## config.mk

```make
export PLATFORM = sky130hd
export DESIGN_NAME = sio_irq_vector
export DESIGN_NICKNAME = d
export VERILOG_FILES = /design/src/rtl/sivec_pkg.sv /design/src/rtl/sivec_chan.sv /design/src/rtl/sivec_vec_reg.sv /design/src/rtl/sivec_irq_out.sv /design/src/rtl/sio_irq_vector.sv
export SDC_FILE = /design/constraint.sdc
export NUM_CORES = 1
export LEC_CHECK = 0
export ABC_AREA = 1
export CAP_MARGIN = 20
export CORE_MARGIN = 2
export CORE_UTILIZATION = 70
export CTS_BUF_LIST = sky130_fd_sc_hd__clkbuf_4 sky130_fd_sc_hd__clkbuf_8
export CTS_CLUSTER_DIAMETER = 200
export DETAILED_ROUTE_END_ITERATION = 6
export DONT_BUFFER_PORTS = 1
export GPL_TIMING_DRIVEN = 0
export PLACE_DENSITY = 0.84
export REMOVE_ABC_BUFFERS = 1
export SYNTH_ARGS = -nofsm -noshare
export SYNTH_HDL_FRONTEND = slang
export SYNTH_SLANG_ARGS = --single-unit
```

## constraint.sdc

```tcl
create_clock -name clk -period 2.77 [get_ports clk]
set_input_delay 0.1385 -clock clk [delete_from_list [all_inputs] [get_ports clk]]
set_output_delay 0.1385 -clock clk [all_outputs]
set_load 0.01 [all_outputs]
```

## src/rtl/sivec_pkg.sv

```systemverilog
package sivec_pkg;

   // kind of code last written into the vector register
   typedef enum logic [1:0] {
      VK_NONE = 2'd0,
      VK_RX   = 2'd1,
      VK_TX   = 2'd2
   } vkind_e;

   // per-channel interrupt state kept in flops
   typedef struct packed {
      logic rxp;   // receive interrupt pending
      logic rxs;   // receive interrupt in service
      logic txp;   // transmit interrupt pending
      logic txs;   // transmit interrupt in service
      logic rxb;   // receive bit of the pending register
      logic txb;   // transmit bit of the pending register
   } chst_t;

   // working value threaded through one cycle's events
   typedef struct packed {
      chst_t  st;
      logic   wr;    // this channel wrote the vector this cycle
      vkind_e kind;  // what it wrote
   } cwork_t;

   // pending-register bit positions, channel index 0 = A
   function automatic int rx_pend_pos(int ch);
      return 5 - 3 * ch;
   endfunction

   function automatic int tx_pend_pos(int ch);
      return 4 - 3 * ch;
   endfunction

   // three-bit code in status-low order
   function automatic logic [2:0] vcode3(vkind_e k, logic is_b);
      logic [2:0] c;
      case (k)
         VK_RX:   c = is_b ? 3'b010 : 3'b110;
         VK_TX:   c = is_b ? 3'b000 : 3'b100;
         default: c = 3'b011;
      endcase
      return c;
   endfunction

   // status-low puts the code at [3:1]; status-high puts it bit-reversed at [6:4]
   function automatic logic [7:0] vec_value(vkind_e k, logic is_b, logic hi);
      logic [2:0] c;
      c = vcode3(k, is_b);
      if (hi)
         return {1'b0, c[0], c[1], c[2], 4'b0000};
      else
         return {4'b0000, c, 1'b0};
   endfunction

   function automatic cwork_t f_set_rx(cwork_t w);
      cwork_t r;
      r        = w;
      r.st.rxp = 1'b1;
      r.st.rxs = 1'b1;
      r.st.rxb = 1'b1;
      r.wr     = 1'b1;
      r.kind   = VK_RX;
      return r;
   endfunction

   function automatic cwork_t f_set_tx(cwork_t w, logic txie);
      cwork_t r;
      r        = w;
      r.st.txp = 1'b1;
      if (!r.st.rxs) begin
         r.st.txs = 1'b1;
         if (txie) r.st.txb = 1'b1;
         r.wr     = 1'b1;
         r.kind   = VK_TX;
      end
      return r;
   endfunction

   function automatic cwork_t f_clr_rx(cwork_t w, logic txie);
      cwork_t r;
      r        = w;
      r.st.rxp = 1'b0;
      r.st.rxs = 1'b0;
      r.st.rxb = 1'b0;
      r.wr     = 1'b1;
      r.kind   = VK_NONE;
      if (r.st.txp) r = f_set_tx(r, txie);
      return r;
   endfunction

   function automatic cwork_t f_clr_tx(cwork_t w);
      cwork_t r;
      r        = w;
      r.st.txp = 1'b0;
      r.st.txs = 1'b0;
      r.st.txb = 1'b0;
      r.wr     = 1'b1;
      r.kind   = VK_NONE;
      if (r.st.rxp) r = f_set_rx(r);
      return r;
   endfunction

   function automatic cwork_t f_rst_ius(cwork_t w, logic txie);
      cwork_t r;
      r = w;
      if (r.st.rxs) begin
         r.st.rxs = 1'b0;
         if (r.st.txp) r = f_set_tx(r, txie);
      end else if (r.st.txs) begin
         r.st.txs = 1'b0;
      end
      return r;
   endfunction

endpackage

```

## src/rtl/sivec_chan.sv

```systemverilog
module sivec_chan
   import sivec_pkg::*;
#(
   parameter int CH_IDX = 0,
   parameter int VEC_W  = 8
) (
   input  logic             clk,
   input  logic             rst_n,
   input  logic             rx_char_i,
   input  logic             tx_load_i,
   input  logic             rd_data_i,
   input  logic             clr_tx_i,
   input  logic             rst_ius_i,
   input  logic             brk_det_i,
   input  logic             tx_ie_i,
   input  logic [1:0]       rx_mode_i,
   input  logic             brk_ie_i,
   input  logic             status_hi_i,
   output logic             rx_pbit_o,
   output logic             tx_pbit_o,
   output logic             vec_wr_o,
   output logic [VEC_W-1:0] vec_val_o,
   output logic             req_o
);

   localparam logic IS_B = (CH_IDX != 0);

   chst_t  st_q;
   logic   brk_q;
   cwork_t work;
   logic   rx_mode_on;

   // apply this cycle's events in their fixed order
   always_comb begin
      work.st   = st_q;
      work.wr   = 1'b0;
      work.kind = VK_NONE;
      if (rd_data_i) work = f_clr_rx(work, tx_ie_i);
      if (clr_tx_i)  work = f_clr_tx(work);
      if (rst_ius_i) work = f_rst_ius(work, tx_ie_i);
      if (rx_char_i) work = f_set_rx(work);
      if (tx_load_i) work = f_set_tx(work, tx_ie_i);
   end

   always_ff @(posedge clk or negedge rst_n) begin
      if (!rst_n) begin
         st_q  <= '0;
         brk_q <= 1'b0;
      end else begin
         st_q <= work.st;
         if (brk_det_i) brk_q <= 1'b1;
      end
   end

   assign rx_mode_on = (rx_mode_i == 2'b01) || (rx_mode_i == 2'b10);

   assign req_o     = (tx_ie_i && st_q.txp) ||
                      (rx_mode_on && st_q.rxp) ||
                      (brk_ie_i && brk_q);
   assign rx_pbit_o = st_q.rxb;
   assign tx_pbit_o = st_q.txb;
   assign vec_wr_o  = work.wr;
   assign vec_val_o = VEC_W'(vec_value(work.kind, IS_B, status_hi_i));

endmodule

```

## src/rtl/sivec_vec_reg.sv

```systemverilog
module sivec_vec_reg #(
   parameter int NUM_CH = 2,
   parameter int VEC_W  = 8
) (
   input  logic                    clk,
   input  logic                    rst_n,
   input  logic [NUM_CH-1:0]       wr_i,
   input  logic [NUM_CH*VEC_W-1:0] val_i,
   output logic [VEC_W-1:0]        vec_o
);

   logic [VEC_W-1:0] vec_q;
   logic [VEC_W-1:0] vec_d;

   // higher channel index is applied later and wins
   always_comb begin
      vec_d = vec_q;
      for (int i = 0; i < NUM_CH; i++) begin
         if (wr_i[i]) vec_d = val_i[i*VEC_W +: VEC_W];
      end
   end

   always_ff @(posedge clk or negedge rst_n) begin
      if (!rst_n) vec_q <= '0;
      else        vec_q <= vec_d;
   end

   assign vec_o = vec_q;

endmodule

```

## src/rtl/sivec_irq_out.sv

```systemverilog
module sivec_irq_out #(
   parameter int NUM_CH     = 2,
   parameter bit REGISTERED = 1'b1
) (
   input  logic              clk,
   input  logic              rst_n,
   input  logic [NUM_CH-1:0] req_i,
   output logic              irq_o
);

   if (REGISTERED) begin : g_reg
      logic irq_q;
      always_ff @(posedge clk or negedge rst_n) begin
         if (!rst_n) irq_q <= 1'b0;
         else        irq_q <= |req_i;
      end
      assign irq_o = irq_q;
   end else begin : g_comb
      logic unused_clk;
      assign unused_clk = clk ^ rst_n;
      assign irq_o = |req_i;
   end

endmodule

```

## src/rtl/sio_irq_vector.sv

```systemverilog
module sio_irq_vector
   import sivec_pkg::*;
#(
   parameter int NUM_CH         = 2,
   parameter int PEND_W         = 8,
   parameter int VEC_W          = 8,
   parameter bit IRQ_REGISTERED = 1'b1
) (
   input  logic                clk,
   input  logic                rst_n,
   input  logic [NUM_CH-1:0]   rx_char_i,
   input  logic [NUM_CH-1:0]   tx_load_i,
   input  logic [NUM_CH-1:0]   rd_data_i,
   input  logic [NUM_CH-1:0]   clr_tx_i,
   input  logic [NUM_CH-1:0]   rst_ius_i,
   input  logic [NUM_CH-1:0]   brk_det_i,
   input  logic [NUM_CH-1:0]   tx_ie_i,
   input  logic [2*NUM_CH-1:0] rx_mode_i,
   input  logic [NUM_CH-1:0]   brk_ie_i,
   input  logic                status_hi_i,
   output logic                irq_o,
   output logic [PEND_W-1:0]   pend_o,
   output logic [VEC_W-1:0]    vec_o
);

   localparam int VBUS_W = NUM_CH * VEC_W;

   // elaboration-time parameter checks
   if (NUM_CH != 2) begin : g_bad_nch
      $error("sio_irq_vector: NUM_CH must be 2");
   end
   if (PEND_W < 6) begin : g_bad_pend
      $error("sio_irq_vector: PEND_W must be at least 6");
   end
   if (VEC_W < 7) begin : g_bad_vec
      $error("sio_irq_vector: VEC_W must be at least 7");
   end

   logic [NUM_CH-1:0] rx_pbit;
   logic [NUM_CH-1:0] tx_pbit;
   logic [NUM_CH-1:0] vec_wr;
   logic [NUM_CH-1:0] req;
   logic [VBUS_W-1:0] vec_bus;

   for (genvar c = 0; c < NUM_CH; c++) begin : g_ch
      sivec_chan #(
         .CH_IDX (c),
         .VEC_W  (VEC_W)
      ) chan_i (
         .clk         (clk),
         .rst_n       (rst_n),
         .rx_char_i   (rx_char_i[c]),
         .tx_load_i   (tx_load_i[c]),
         .rd_data_i   (rd_data_i[c]),
         .clr_tx_i    (clr_tx_i[c]),
         .rst_ius_i   (rst_ius_i[c]),
         .brk_det_i   (brk_det_i[c]),
         .tx_ie_i     (tx_ie_i[c]),
         .rx_mode_i   (rx_mode_i[2*c +: 2]),
         .brk_ie_i    (brk_ie_i[c]),
         .status_hi_i (status_hi_i),
         .rx_pbit_o   (rx_pbit[c]),
         .tx_pbit_o   (tx_pbit[c]),
         .vec_wr_o    (vec_wr[c]),
         .vec_val_o   (vec_bus[c*VEC_W +: VEC_W]),
         .req_o       (req[c])
      );
   end

   sivec_vec_reg #(
      .NUM_CH (NUM_CH),
      .VEC_W  (VEC_W)
   ) vreg_i (
      .clk   (clk),
      .rst_n (rst_n),
      .wr_i  (vec_wr),
      .val_i (vec_bus),
      .vec_o (vec_o)
   );

   sivec_irq_out #(
      .NUM_CH     (NUM_CH),
      .REGISTERED (IRQ_REGISTERED)
   ) irq_i (
      .clk   (clk),
      .rst_n (rst_n),
      .req_i (req),
      .irq_o (irq_o)
   );

   // place the per-channel flops into the pending register
   always_comb begin
      pend_o = '0;
      for (int c = 0; c < NUM_CH; c++) begin
         pend_o[rx_pend_pos(c)] = rx_pbit[c];
         pend_o[tx_pend_pos(c)] = tx_pbit[c];
      end
   end

endmodule

```

# ---- Word level (Yosys, flattened, before mapping)
# Cells that the tools add are included.
dict set report word_totals {
  n_memories 0
  elab_cells 78
  input_bits 23
  latchBits 0
  reg_bits 23
  mem_bits_rw 0
  output_inout_bits 17
  rom_bits 0
}
dict set report classes {
  n_bitwise 0
  order_cmp 0
  muxes 40
  n_mul 0
  n_div 0
  shifts 0
  n_addsub 0
  eq_ne 8
  n_reduce_logical 14
}
# operator n
set ops {}
lappend ops {{9-bit 2-to-1 mux} 8}
lappend ops {{7-bit 2-to-1 mux} 8}
lappend ops {{8-bit 2-to-1 mux} 4}
lappend ops {{1-bit 2-to-1 mux} 12}
lappend ops {{5-bit 2-to-1 mux} 2}
lappend ops {{2-bit by 1-bit equality test with 1-bit output (second input constant)} 4}
lappend ops {{2-bit equality test (second input constant)} 4}
lappend ops {{4-bit 2-to-1 mux} 2}
lappend ops {{1-bit logical AND} 6}
lappend ops {{1-bit logical OR} 6}
lappend ops {{3-bit case mux with 2 select lines} 1}
lappend ops {{2-bit 2-to-1 mux} 2}
lappend ops {{2-bit case mux with 2 select lines} 1}
lappend ops {{2-bit nonzero test} 1}
lappend ops {{2-bit OR reduction} 1}

# ---- Logic depth before layout (Yosys ltp)
# Gate-level depths: netlist (run 1).
dict set report logic_depth {
  ltp_word 18
  ltp_mapped 13
  mapped_depth_nobuf 13
}

# ---- By module
# Synthesis (run 1) repeated with hierarchy kept, for this count alone.
dict set report hier_totals {
  hier_cells 177
  hier_area_um2 1287.5
}
# module area_per_inst_um2 instances cells_per_inst seq_area_each_um2
set by_module_without_submodules {}
lappend by_module_without_submodules {{sivec_chan (g_ch[1].chan_i)} 425.4 1 62 150.1}
lappend by_module_without_submodules {{sivec_chan (g_ch[0].chan_i)} 417.9 1 62 150.1}
lappend by_module_without_submodules {sivec_vec_reg 374.1 1 44 200.2}
lappend by_module_without_submodules {sivec_irq_out 36.3 1 4 25.0}
lappend by_module_without_submodules {sio_irq_vector 33.8 1 5 0.0}

# ---- Least setup slack after synthesis (run 1)
# Ideal clock, no wire load.
dict set report synth_path {
  path_type {reg-to-reg}
  from {reg g_ch[0].chan_i.st_q[5] in the netlist's numbering}
  to {reg vreg_i.vec_q[1] (netlist: vreg_i.vec_o[1])}
  setup_ns 0.116
  n_path_buf 0
  required_time_ns 2.654
  path_slack_ns 1.289
  arrival_time_ns 1.364
  path_stages_with_launch 12
  path_cell_list {dfrtp_1 nand3_2 nand2_1 a21oi_1 o31ai_1 ha_1 inv_1 nor2_1 nand3_1 nand2_1 nand2_1 nand2_1}
}
dict set report synth_between {
  elab_chain_cells 14
  word_cells_on_any_way 17
  classes_between {eq/ne (2); mux (14); reduce/logical (1)}
}
# item line
set synth_lines {}
lappend synth_lines {{from (decl)} sivec_chan.sv:28} ;# chst_t st_q;
lappend synth_lines {{from (signal assigned)} sivec_chan.sv:50} ;# st_q <= work.st;
lappend synth_lines {{9-bit 2-to-1 mux *} sivec_chan.sv:38} ;# if (rd_data_i) work = f_clr_rx(work, tx_ie_i);
lappend synth_lines {{9-bit 2-to-1 mux *} sivec_pkg.sv:101} ;# if (r.st.rxp) r = f_set_rx(r);
lappend synth_lines {{9-bit 2-to-1 mux *} sivec_chan.sv:39} ;# if (clr_tx_i) work = f_clr_tx(work);
lappend synth_lines {{7-bit 2-to-1 mux} sivec_pkg.sv:110} ;# if (r.st.txp) r = f_set_tx(r, txie);
lappend synth_lines {{5-bit 2-to-1 mux} sivec_pkg.sv:108} ;# if (r.st.rxs) begin
lappend synth_lines {{8-bit 2-to-1 mux *} sivec_chan.sv:40} ;# if (rst_ius_i) work = f_rst_ius(work, tx_ie_i);
lappend synth_lines {{9-bit 2-to-1 mux *} sivec_chan.sv:41} ;# if (rx_char_i) work = f_set_rx(work);
lappend synth_lines {{4-bit 2-to-1 mux} sivec_pkg.sv:72} ;# if (!r.st.rxs) begin
lappend synth_lines {{7-bit 2-to-1 mux *} sivec_chan.sv:42} ;# if (tx_load_i) work = f_set_tx(work, tx_ie_i);
lappend synth_lines {{2-bit equality test / 2-bit by 1-bit equality test with 1-bit output (equally long branches)} sivec_pkg.sv:39} ;# case (k)
lappend synth_lines {{3-bit case mux with 2 select lines} sivec_pkg.sv:39}
lappend synth_lines {{7-bit 2-to-1 mux} sivec_pkg.sv:51} ;# if (hi)
lappend synth_lines {{8-bit 2-to-1 mux (2 in series)} sivec_vec_reg.sv:19} ;# if (wr_i[i]) vec_d = val_i[i*VEC_W +: VEC_W];
lappend synth_lines {{to (signal assigned)} sivec_vec_reg.sv:25} ;# else vec_q <= vec_d;
lappend synth_lines {{to (decl)} sivec_vec_reg.sv:12} ;# logic [VEC_W-1:0] vec_q;
# Every way passes the cells marked *; elsewhere a longest branch is shown, timed or not. The select of a mux whose other input is x is not followed.
# A chain may end at the register's enable or synchronous reset.

# ---- Final worst setup path (run 1)
dict set report layout_path {
  from {in rd_data_i[1]}
  to {reg vreg_i.vec_q[6] (netlist: vreg_i.vec_o[6])}
}
dict set report layout_between {
  elab_chain_cells 13
  word_cells_on_any_way 16
  classes_between {eq/ne (2); mux (13); reduce/logical (1)}
}
# item line
set layout_lines {}
lappend layout_lines {{from (decl)} sio_irq_vector.sv:13} ;# input logic [NUM_CH-1:0] rd_data_i,
lappend layout_lines {{9-bit 2-to-1 mux *} sivec_chan.sv:38}
lappend layout_lines {{9-bit 2-to-1 mux} sivec_pkg.sv:101}
lappend layout_lines {{9-bit 2-to-1 mux *} sivec_chan.sv:39}
lappend layout_lines {{7-bit 2-to-1 mux} sivec_pkg.sv:110}
lappend layout_lines {{5-bit 2-to-1 mux} sivec_pkg.sv:108}
lappend layout_lines {{8-bit 2-to-1 mux *} sivec_chan.sv:40}
lappend layout_lines {{9-bit 2-to-1 mux *} sivec_chan.sv:41}
lappend layout_lines {{4-bit 2-to-1 mux} sivec_pkg.sv:72}
lappend layout_lines {{7-bit 2-to-1 mux *} sivec_chan.sv:42}
lappend layout_lines {{2-bit equality test / 2-bit by 1-bit equality test with 1-bit output (equally long branches)} sivec_pkg.sv:39}
lappend layout_lines {{2-bit case mux with 2 select lines} sivec_pkg.sv:39}
lappend layout_lines {{7-bit 2-to-1 mux} sivec_pkg.sv:51}
lappend layout_lines {{8-bit 2-to-1 mux} sivec_vec_reg.sv:19}
# Every way passes the cells marked *; elsewhere a longest branch is shown, timed or not.

==> results of run 1 <==
[cells in the mapped netlist (all sizes together)]
master   n
a21oi    3
a221oi   1
buf     10
clkbuf   1
clkinv   1
conb     1
dfrtp   19
ha       2
inv     21
nand2   59
nand3   13
nand4    2
nor2    14
nor3     2
o21ai    3
o31ai    2
or2      2
xor2     2
[registers in the layout, summed over array words and instances (netlist names)]
name                   flops
g_ch.chan_i.rx_pbit_o      2
g_ch.chan_i.brk_q          2
irq_i.irq_o                1
vreg_i.vec_o               6
g_ch.chan_i.tx_pbit_o      2
g_ch.chan_i.st_q           6
[critical path, delay by kind of cell]
family,cells,cell delay [ps]
buffers and inverters,3,680
AND/OR/NAND/NOR,7,460
AO/OA/AOI/OAI,2,360
adder cells (fa/ha/maj),1,300
[cell type report]
cell class	instances	share of cell area [%]
Timing Repair Buffer	13	9.990
Sequential cell	19	36.50
Multi-Input combinational cell	111	43.23
Inverter	22	6.628
Clock buffer	3	1.729
Tap cell	16	1.537
Clock inverter	1	0.3842
[how the worst min path moves through the flow]
stage / cells past startpoint / from / endpoint / slack [ps]
global route: 3 / status_hi_i / vreg_i.vec_o[3] / 2
finish: 3 / rst_ius_i[0] / g_ch[0].chan_i.st_q[4] / 3
detailed placement: 0 / rst_n / irq_i.irq_o / -160
CTS: 3 / rst_ius_i[0] / g_ch[0].chan_i.st_q[4] / 0.02
global placement: 0 / rst_n / irq_i.irq_o / -160
floorplan: 0 / rst_n / g_ch[0].chan_i.brk_q / -160
[where the power goes]
part / switching (uW) / internal [uW]
Clock: 85.5 / 53.9
Sequential: 19.8 / 296
Combinational: 68.0 / 44.3
[logic make-up (layout without fill, tap and decap cells)]
| family | count (synthesis) | after routing |
|---|---|---|
| simple gates | 92 | 92 |
| other cells | 1 | 6 |
| flops | 19 | 19 |
| compound gates | 9 | 9 |
| buf+inv | 33 | 39 |
| fa+ha+maj | 2 | 2 |
| xor+xnor | 2 | 2 |
[metrics by stage]
stage	util [%]	setup WS, ps	hold slack (ps)	total power [uW]
floorplan	-	1290	-157.1	394.0
global placement	74.27	1168	-156.7	406.9
detailed placement	74.27	1126	-156.7	410.7
CTS	83.85	1050	0.01574	569.7
global route	84.50	932.5	2.127	601.8
finish	84.50	1029	2.528	568.0
[timing repair]
item,in CTS,in global routing
hold endpoints to repair,28,1
setup endpoints to repair,0,0
hold buffers,12,1
[per-layer routing]
| metal | wire length [um] | part of all wire [%] | track usage [%] | vias up |
|---|---|---|---|---|
| met1 | 976 | 40 | 29.53 | 473 |
| met2 | 1243 | 50 | 48.00 | 46 |
| li1 | - | - | - | 492 |
| met3 | 182 | 7.4 | 7.200 | 10 |
| met5 | 0 | 0 | 0 | - |
| met4 | 65 | 2.6 | 12.94 | 0 |
==> reports/metrics.csv, run 1 <==
stage,metric,value,unit
die,die width,45.14,um
drt,router iterations before antenna repair,4,
synthesis,adder-cell area share of the yosys netlist,2.112,%
cells_and_area,Fill cells,99,
die,Core ar.,1541,um2
global_route,GRT Total Usage,27.04,%
drt,ANT nets after route,0,
setup_path,worst setup path start,rd_data_i[1],
timing,# setup viols final,0,
cells_and_area,"most common cell after layout, fill and taps aside",nand2_1,
setup_path,"Req. time, crit path",2970,ps
synthesis,top cell type by total area after synthesis,dfrtp_1,
setup_path,Critical Path Fanout Max,4,
setup_path,worst path cell trace,dlygate4sd3_1 -> inv_2 -> nand3_2 -> nand2_2 -> a21oi_1 -> o31ai_1 -> ha_1 -> nand2_1 -> inv_1 -> nand2_1 -> nand2_1 -> nand2_1 -> nand2_1,
die,io pins,40,
synthesis,top-area cell type share of the netlist area,40.13,%
clock_tree,TritonCTS clock tree,yes,
cells_and_area,Storage cell area,475.5,um2
clock_tree,clk buf depth,2,
power,LEAKAGE,0.0007335,uW
cells_and_area,Layout Cells excl Fill,185,
drt,vias,1021,
cells_and_area,# diodes,0,
setup_path,most used cell along the critical path,nand2_1,
setup_path,CP Launch Type,primary input,
cells_and_area,most frequent cells in the layout,"nand2_1, dfrtp_1, inv_1",
run,maxcap violations,0,
synthesis,Mapped Avg Cell Area,7.499,um2
setup_path,Critical Path AT,1940,ps
timing,Least-Margin Pin Slew,865.7,ps
synthesis,synthesized area,1185,um2
timing,f_max,574.3,MHz
setup_path,endpoint class of the critical path,register,
drt,WL/cell,13.34,um
setup_path,Critical R2R Capture,vreg_i.vec_o[6],
timing,Tmin final,1741,ps
clock_tree,setup bufs post-CTS,0,
setup_path,Worst path slowest cell,dlygate4sd3_1,
clock_tree,"Reg clk slew, reported paths",110,ps
placed_design,Placed Area,1145,um2
clock_tree,cts bufs inserted,3,
clock_tree,H-tree depth,1,
clock_tree,Root Buffer,clkbuf_4,
global_route,initial antenna violation count,0,
die,die area,2038,um2
min_path,class of the worst hold path,in2reg,
drt,Residual DRC,0,
synthesis,xor and xnor area share after synthesis,1.478,%
cells_and_area,final-stage net count,195,
synthesis,leading post-synthesis cells by cell area,"dfrtp_1, nand2_1, buf_4, inv_1, nor2_1",
placed_design,HPWL Detailed,1.668,mm
synthesis,synthesis-stage register bit count,19,
placed_design,gpl congestion,0.9443,
timing,RSZ-0062 raised after global routing,no,
timing,Max Clock Skew,6.757,ps
cells_and_area,multi-input combinational cell area,563.0,um2
synthesis,Gate Count Post-Synth,158,
clock_tree,clock sink count,19,
die,starting density of the core,76.87,%
clock_tree,post-cts resize count,0,
global_route,first-pass GRT wire length,3.919,mm
setup_path,CP Class,in2reg,
synthesis,"Seq/Total Area, Yosys",40.13,%
global_route,number of global-route vias before repair,987,
synthesis,Post-Synth Simple-Gate Area,37.49,%
placed_design,IO buf count,0,
drt,drt via density,5.519,
setup_path,end point of the critical path,vreg_i.vec_o[6],
timing,Worst slew margin,42.10,%
setup_path,reg2reg path depth,11,
timing,part of the cycle the worst path needs,62.86,%
cells_and_area,Layout area overhead,9.926,%
global_route,global route overflow,0,
status,outcome,completed,
timing,"Slew Viols, Final",0,
die,Die Y,45.14,um
power,maximum VDD drop,324.1,uV
synthesis,Unique masters post-synth,25,
setup_path,RR Startpoint,g_ch[1].chan_i.st_q[5],
synthesis,mux contribution to synthesized area,0,%
die,site row count,14,
timing,Final TNS setup,0,ps
power,Power Density,436.1,nW/um2
cells_and_area,final instance area,1303,um2
setup_path,"reg-to-reg slack, setup",1100,ps
cells_and_area,layout cells sized above 1,13.02,%
clock_tree,latest clock arrival within the worst-skew pair,300,ps
synthesis,Synth Area in Compound Gates,4.541,%
placed_design,placed cells,168,
global_route,largest net degree at the start of global routing,20,
drt,DR iter-0 viols,37,
synthesis,largest family of logic cells by synthesized area,simple AND/OR/NAND/NOR gates,
synthesis,Ys Warns,0,
drt,WL final,2.467,mm
setup_path,Critical Path Max Stage Delay,560,ps
timing,Final Hold Fails,0,
No activity file was read; power rests on OpenSTA's default activity.
==> inputs of run 2 (changes only) <==
- CORE_UTILIZATION: 70 -> 58
- PLACE_DENSITY: 0.84 -> 0.74
- clock period: 2.77 -> 1.5 ns (I/O delays scaled with it)
==> run 2 against run 1 <==
Effect of this change:
- the flow now finishes with violations (negative setup slack)
- power rose by 110%
- flip-flop and latch count did not move
- worst setup slack got worse by 1300 ps
- count of clock-buffer cells in the layout did not move
- sequential power rose by 86%
- clock skew fell by 2.4 ps
- cell count rose by 18%
- critical endpoint unchanged
- largest cell class unchanged
==> reports/metrics.csv, run 2 (synthesis results as in run 1) <==
stage,metric,value,unit,change
setup_path,Critical Path AT,1980,ps,+40 ps
clock_tree,latest clock arrival within the worst-skew pair,300,ps,about the same
clock_tree,"Reg clk slew, reported paths",120,ps,about the same
global_route,first-pass GRT wire length,4.795,mm,+22%
drt,vias,1169,,+14%
setup_path,worst setup path start,g_ch[0].chan_i.st_q[5],,
cells_and_area,Layout Cells excl Fill,219,,+18%
die,die width,49.20,um,+9.0%
power,internal power,798.2,uW,+100%
cells_and_area,# diodes,0,,unchanged
timing,Final Hold Fails,0,,unchanged
power,Design Power,1183,uW,+110%
setup_path,CP Launch Type,register,,
placed_design,setup slack at placement,-127.8,ps,-1253 ps
drt,router iterations before antenna repair,4,,unchanged
drt,DR top layer,met4,,
timing,Hold Slack,19.93,ps,+17.40 ps
global_route,GRT Total Usage,25.77,%,-1.3 points
clock_tree,H-tree depth,1,,unchanged
cells_and_area,Layout area overhead,35.06,%,
die,Core ar.,1942,um2,+26%
clock_tree,cts bufs inserted,3,,unchanged
placed_design,Placed Area,1159,um2,+1.2%
placed_design,gpl congestion,0.8194,,-13%
setup_path,reg2reg path depth,11,,unchanged
global_route,number of global-route vias before repair,1121,,+14%
drt,DR iter-0 viols,58,,+57%
timing,"Slew Viols, Final",0,,unchanged
power,Net Sw Frac,32.50,%,+2.0 points
cells_and_area,final-stage net count,218,,+12%
cells_and_area,"most common cell after layout, fill and taps aside",nand2_1,,
min_path,class of the worst hold path,in2reg,,
clock_tree,clk buf depth,2,,unchanged
timing,RSZ-0062 raised after global routing,yes,,
setup_path,CP Class,reg2reg,,
min_path,hold_sp,status_hi_i,,
drt,WL/cell,16.02,um,+20%
power,Gate power share,26.9,%,+7.1 points
drt,met1 wire length,1.344,mm,+38%
timing,setup ws final,-275.2,ps,-1304 ps
timing,Least-Margin Pin Slew,840.8,ps,-24.92 ps
drt,drt via density,5.338,,-3.3%
power,clock group share of total power,23.4,%,-1.1 points
setup_path,RR Startpoint,g_ch[0].chan_i.st_q[5],,
timing,# setup viols final,6,,+6
power,NetSw,384.3,uW,+120%
die,die area,2421,um2,+19%
global_route,global route overflow,0,,unchanged
timing,Worst slew margin,43.76,%,+1.7 points
drt,Met3 Wirelength,253,um,+39%
drt,ANT nets after route,0,,unchanged
power,maximum VDD drop,668.9,uV,+110%
status,failing checks,negative setup slack,,
clock_tree,TritonCTS clock tree,yes,,
power,Power Density,739.0,nW/um2,+69%
power,register share of total power,49.7,%,-6.0 points
clock_tree,Root Buffer,clkbuf_4,,
placed_design,HPWL Detailed,1.706,mm,+2.3%
timing,Max Clock Skew,4.361,ps,-2.396 ps
die,Die Y,49.20,um,+9.0%
drt,WL final,3.509,mm,+42%
setup_path,Critical Path Fanout Max,4,,unchanged
timing,part of the cycle the worst path needs,118.3,%,
setup_path,endpoint class of the critical path,register,,
placed_design,IO buf count,0,,unchanged
cells_and_area,most frequent cells in the layout,"nand2_1, dlygate4sd3_1, dfrtp_1",,
global_route,largest net degree at the start of global routing,20,,unchanged
placed_design,placed cells,179,,+6.5%
drt,WL met2,1.763,mm,+42%
setup_path,"Req. time, crit path",1710,ps,-1260 ps
clock_tree,clock sink count,19,,unchanged
timing,Tmin final,1775,ps,
timing,f_max,563.3,MHz,
min_path,Hold Path Depth,5,,+2
global_route,initial antenna violation count,0,,unchanged
die,io pins,40,,unchanged
drt,Residual DRC,0,,unchanged
cells_and_area,layout cells sized above 1,20.31,%,+7.3 points
die,site row count,16,,+2
status,outcome,"complete, but fails checks",,
run,maxcap violations,0,,unchanged
die,starting density of the core,61.02,%,-16 points
cells_and_area,final instance area,1600,um2,+23%
power,LEAKAGE,0.0008388,uW,+14%
run 2: cell count changes in the layout (fill, tap and decap cells not counted), sizes merged:
cell         change
dlygate4sd3     +15
buf              +8
clkinv           -1
clkinvlp         +1
run 2: per-stage QoR:
step,utilization (%),TNS [ps]
3_5_place_dp,59.66,-284.8
2_1_floorplan,-,0
5_1_grt,82.41,-1743
4_1_cts,77.13,-229.7
6_report,82.41,-1129
3_3_place_gp,59.66,-218.3
run 2: critical path: stages, from the launching register on:
cell and delay, ps:
dfrtp_1 400, nand3_2 120, nand2_2 130, a21oi_2 70
o31ai_2 230, ha_1 340, nand2_1 110, inv_1 50
nand3_1 70, nand2_1 50, nand2_1 50, nand2_1 40
run 2: what timing repair did:
| item | CTS | global route |
|---|---|---|
| pin swaps | 10 | 14 |
| setup endpoints to repair | 6 | 6 |
| hold endpoints to repair | 34 | 0 |
| resized for setup | 2 | 14 |
| hold buffers | 28 | 0 |
| setup buffers | 3 | 5 |
run 2: metal layers:
metal / vias up / track usage (%)
met3: 22 / 5.521
met4: 0 / 8.571
met5: - / 0
li1: 538 / -
met1: 538 / 29.62
met2: 71 / 46.85
run 2: cell type report:
| type | count | area, um2 |
|---|---|---|
| multi-input combinational | 111 | 626.9 |
| sequential | 19 | 475.5 |
| timing repair buffer | 36 | 347.8 |
| fill | 111 | 341.6 |
| inverter | 22 | 86.33 |
| tap | 27 | 33.78 |
| clock buffer | 3 | 22.52 |
| clock inverter | 1 | 7.507 |
run 2: power groups by stage:
stage                     Sequential, uW  Combinational, uW  Clock, uW
after floorplan                      588                140          0
after global placement               595                157          0
after detailed placement             596                163          0
after CTS                            585                251        280
after global routing                 591                342        304
final                                588                318        277
run 2: worst paths after layout:
path	end	slack, ps
min in group asynchronous	g_ch[1].chan_i.st_q[4]	300
max in group asynchronous	g_ch[0].chan_i.rx_pbit_o	680
worst min register to register	g_ch[0].chan_i.brk_q	530
worst max-delay path	vreg_i.vec_o[6]	-280
worst max register to register	vreg_i.vec_o[6]	-280
worst min-delay path	vreg_i.vec_o[1]	20
==> inputs of run 3 (changes only) <==
- ABC_AREA: 1 -> 0
- CORE_UTILIZATION: 58 -> 59
- PLACE_DENSITY: 0.74 -> 0.76
==> run 3 against run 2 <==
Effect of this change:
- utilization shrank 7.7 points
- count of clock-buffer cells in the layout unchanged
- the flow still finishes with violations (negative setup slack)
- synthesized area increased by 3.4%
- sequential power fell by 0.7%
- critical path type unchanged
- power is 7.1% lower
- first-iteration DRC count is 81% lower
- highest routed layer unchanged
==> reports/metrics.csv, run 3 <==
stage,metric,value,unit,change
synthesis,most frequent cells after synthesis,"dfrtp_1, buf_4, inv_1, nand2_1, nand3_1",,
setup_path,RR Startpoint,g_ch[1].chan_i.st_q[5],,
drt,WL final,2.874,mm,-18%
timing,f_max,571.7,MHz,+1.5%
die,Core ar.,1962,um2,+1.0%
clock_tree,H-tree depth,1,,unchanged
cells_and_area,Fill cells,147,,+32%
clock_tree,latest clock arrival within the worst-skew pair,290,ps,about the same
min_path,class of the worst hold path,in2reg,,
run,maxcap violations,0,,unchanged
synthesis,Unique masters post-synth,38,,+52%
die,die width,49.57,um,+0.74%
timing,Final TNS setup,-755.8,ps,+373.7 ps
placed_design,gpl congestion,0.7626,,-6.9%
cells_and_area,# diodes,0,,unchanged
setup_path,Critical Path AT,1990,ps,about the same
power,Power Density,749.8,nW/um2,+1.5%
synthesis,top-area cell type share of the netlist area,38.82,%,-1.3 points
timing,RSZ-0062 raised after global routing,yes,,
synthesis,synthesized area,1225,um2,+3.4%
die,io pins,40,,unchanged
cells_and_area,Post-Route Utilization,74.68,%,-7.7 points
global_route,GRT Total Usage,24.66,%,-1.1 points
timing,setup ws final,-249.0,ps,+26.20 ps
placed_design,HPWL Detailed,1.735,mm,+1.7%
placed_design,IO buf count,0,,unchanged
setup_path,CP Class,reg2reg,,
status,failing checks,negative setup slack,,
clock_tree,Root Buffer,clkbuf_4,,
synthesis,asr flop ratio synth,100.0,%,unchanged
clock_tree,cts bufs inserted,3,,unchanged
setup_path,"reg-to-reg slack, setup",-250,ps,+30 ps
global_route,first-pass GRT wire length,4.616,mm,-3.7%
placed_design,setup slack at placement,-449.4,ps,-321.6 ps
timing,Final Hold Fails,0,,unchanged
drt,DR top layer,met4,,
synthesis,top cell type by total area after synthesis,dfrtp_1,,
timing,Max Clock Skew,0.5598,ps,-3.801 ps
synthesis,most common cell in the netlist,dfrtp_1,,
drt,met1 wire length,1.107,mm,-18%
synthesis,Most used DFF post-synth,dfrtp_1,,
drt,drt via density,6.135,,+15%
drt,Residual DRC,0,,unchanged
synthesis,leading post-synthesis cells by cell area,"dfrtp_1, buf_4, o311ai_4, nor3b_2, a211o_1",,
die,die area,2457,um2,+1.5%
die,site row count,16,,unchanged
drt,vias,1043,,-11%
clock_tree,clk buf depth,2,,unchanged
timing,part of the cycle the worst path needs,116.6,%,-1.7 points
timing,Tmin final,1749,ps,-26.20 ps
clock_tree,"Reg clk slew, reported paths",110,ps,about the same
cells_and_area,"most common cell after layout, fill and taps aside",dlygate4sd3_1,,
drt,Met3 Wirelength,162,um,-36%
global_route,number of global-route vias before repair,1031,,-8.0%
setup_path,Critical Path Fanout Max,4,,unchanged
timing,# setup viols final,6,,unchanged
drt,DR iter-0 viols,11,,-81%
global_route,initial antenna violation count,0,,unchanged
synthesis,Gate Count Post-Synth,122,,-23%
synthesis,Ys Warns,0,,unchanged
synthesis,synthesis-stage register bit count,19,,unchanged
drt,ANT nets after route,0,,unchanged
global_route,largest net degree at the start of global routing,20,,unchanged
min_path,hold endpoint,vreg_i.vec_o[2],,
drt,router iterations before antenna repair,4,,unchanged
setup_path,reg2reg path depth,7,,-4
power,LEAKAGE,0.0005931,uW,-29%
clock_tree,clock sink count,19,,unchanged
cells_and_area,final-stage net count,169,,-22%
status,outcome,"complete, but fails checks",,
power,Design Power,1099,uW,-7.1%
die,starting density of the core,62.44,%,+1.4 points
setup_path,endpoint class of the critical path,register,,
drt,WL met2,1.557,mm,-12%
synthesis,Mapped Avg Cell Area,10.04,um2,+34%
die,Die Y,49.57,um,+0.74%
synthesis,"Seq/Total Area, Yosys",38.82,%,-1.3 points
timing,Least-Margin Pin Slew,898.0,ps,+57.22 ps
timing,Worst slew margin,39.94,%,-3.8 points
global_route,global route overflow,0,,unchanged
cells_and_area,Layout area overhead,19.61,%,
synthesis,Post-synth EDFFs,0,,unchanged
min_path,hold_sp,status_hi_i,,
setup_path,"Req. time, crit path",1740,ps,+30 ps
drt,WL/cell,16.91,um,+5.5%
min_path,Hold Path Depth,3,,-2
clock_tree,TritonCTS clock tree,yes,,
timing,"Slew Viols, Final",0,,unchanged
setup_path,Critical R2R Capture,vreg_i.vec_o[6],,
cells_and_area,most frequent cells in the layout,"dlygate4sd3_1, dfrtp_1, inv_1",,
setup_path,CP Launch Type,register,,
cells_and_area,layout cells sized above 1,18.88,%,-1.4 points
power,maximum VDD drop,589.2,uV,-12%
==> run 3: changes by cell type in the layout (fill, tap and decap cells not counted), moves of 3 or more <==
cell,change
inv_1,-10
nand2_1,-46
nand2b_1,+3
nor3b_2,+4
nand2_4,-6
a21oi_1,+4
dlygate4sd3_1,-7
o21ai_1,+3
o31ai_1,+3
nor2_1,-8
a211o_1,+5
o2111ai_1,+4
==> run 3: report_power, final <==
| group | total, uW | internal (uW) | switching (uW) |
|---|---|---|---|
| registers | 584 | 546 | 37.2 |
| logic | 254 | 124 | 130 |
| clock network | 261 | 99.2 | 162 |
| total | 1100 | 770 | 329 |
==> run 3: worst max-delay path: stages, from the launching register on <==
cell	delay, ps
dfrtp_1	390
a21oi_2	90
o311ai_4	330
o21ai_1	150
ha_2	350
inv_2	40
a211o_1	260
nand3_1	80
==> run 3: how the worst max path moves through the flow <==
stage                      endpoint              startpoint  slack (ps)
finish              vreg_i.vec_o[6]  g_ch[1].chan_i.st_q[5]        -250
detailed placement  vreg_i.vec_o[6]  g_ch[0].chan_i.st_q[5]        -450
global route        vreg_i.vec_o[6]  g_ch[0].chan_i.st_q[5]        -320
CTS                 vreg_i.vec_o[6]  g_ch[0].chan_i.st_q[5]        -200
floorplan           vreg_i.vec_o[6]  g_ch[1].chan_i.st_q[5]        -260
global placement    vreg_i.vec_o[6]  g_ch[1].chan_i.st_q[5]        -410
==> run 3: metal layers <==
metal / global-route usage [%] / vias up
li1: - / 476
met5: 0 / -
met3: 4.545 / 6
met1: 27.59 / 516
met2: 44.89 / 45
met4: 11.11 / 0
==> run 3: timing repair <==
action / CTS / global route
setup buffers: 5 / 0
hold endpoints to repair: 35 / 0
pin swaps: 9 / 4
setup endpoints to repair: 7 / 6
resized for setup: 4 / 2
hold buffers: 21 / 0
==> run 3: logic make-up (layout without fill, tap and decap cells) <==
kind of cell	count (synthesis)	in the layout	synth area share (%)
compound gates	39	39	25.84
xor+xnor	2	2	1.430
fa+ha+maj	2	2	2.043
buf+inv	22	38	11.64
flops	19	19	38.82
other cells	1	6	0.3061
simple gates	37	37	19.92
==> run 3: layout make-up <==
type | instances | area, um2 | area share, %
sequential | 19 | 475.5 | 32.45
multi-input combinational | 86 | 650.6 | 44.41
tap | 27 | 33.78 | 2.306
inverter | 8 | 30.03 | 2.050
clock inverter | 1 | 5.005 | 0.3416
clock buffer | 3 | 22.52 | 1.537
timing repair buffer | 26 | 247.7 | 16.91
==> run 3: through the flow <==
step | std cells | instance area, um2 | hold slack (ps)
floorplan | 113 | 1131 | -220.6
global placement | 140 | 1165 | -220.2
detailed placement | 140 | 1165 | -220.1
CTS | 170 | 1454 | 1.710
global route | 170 | 1465 | 14.51
finish | 170 | 1465 | 15.90
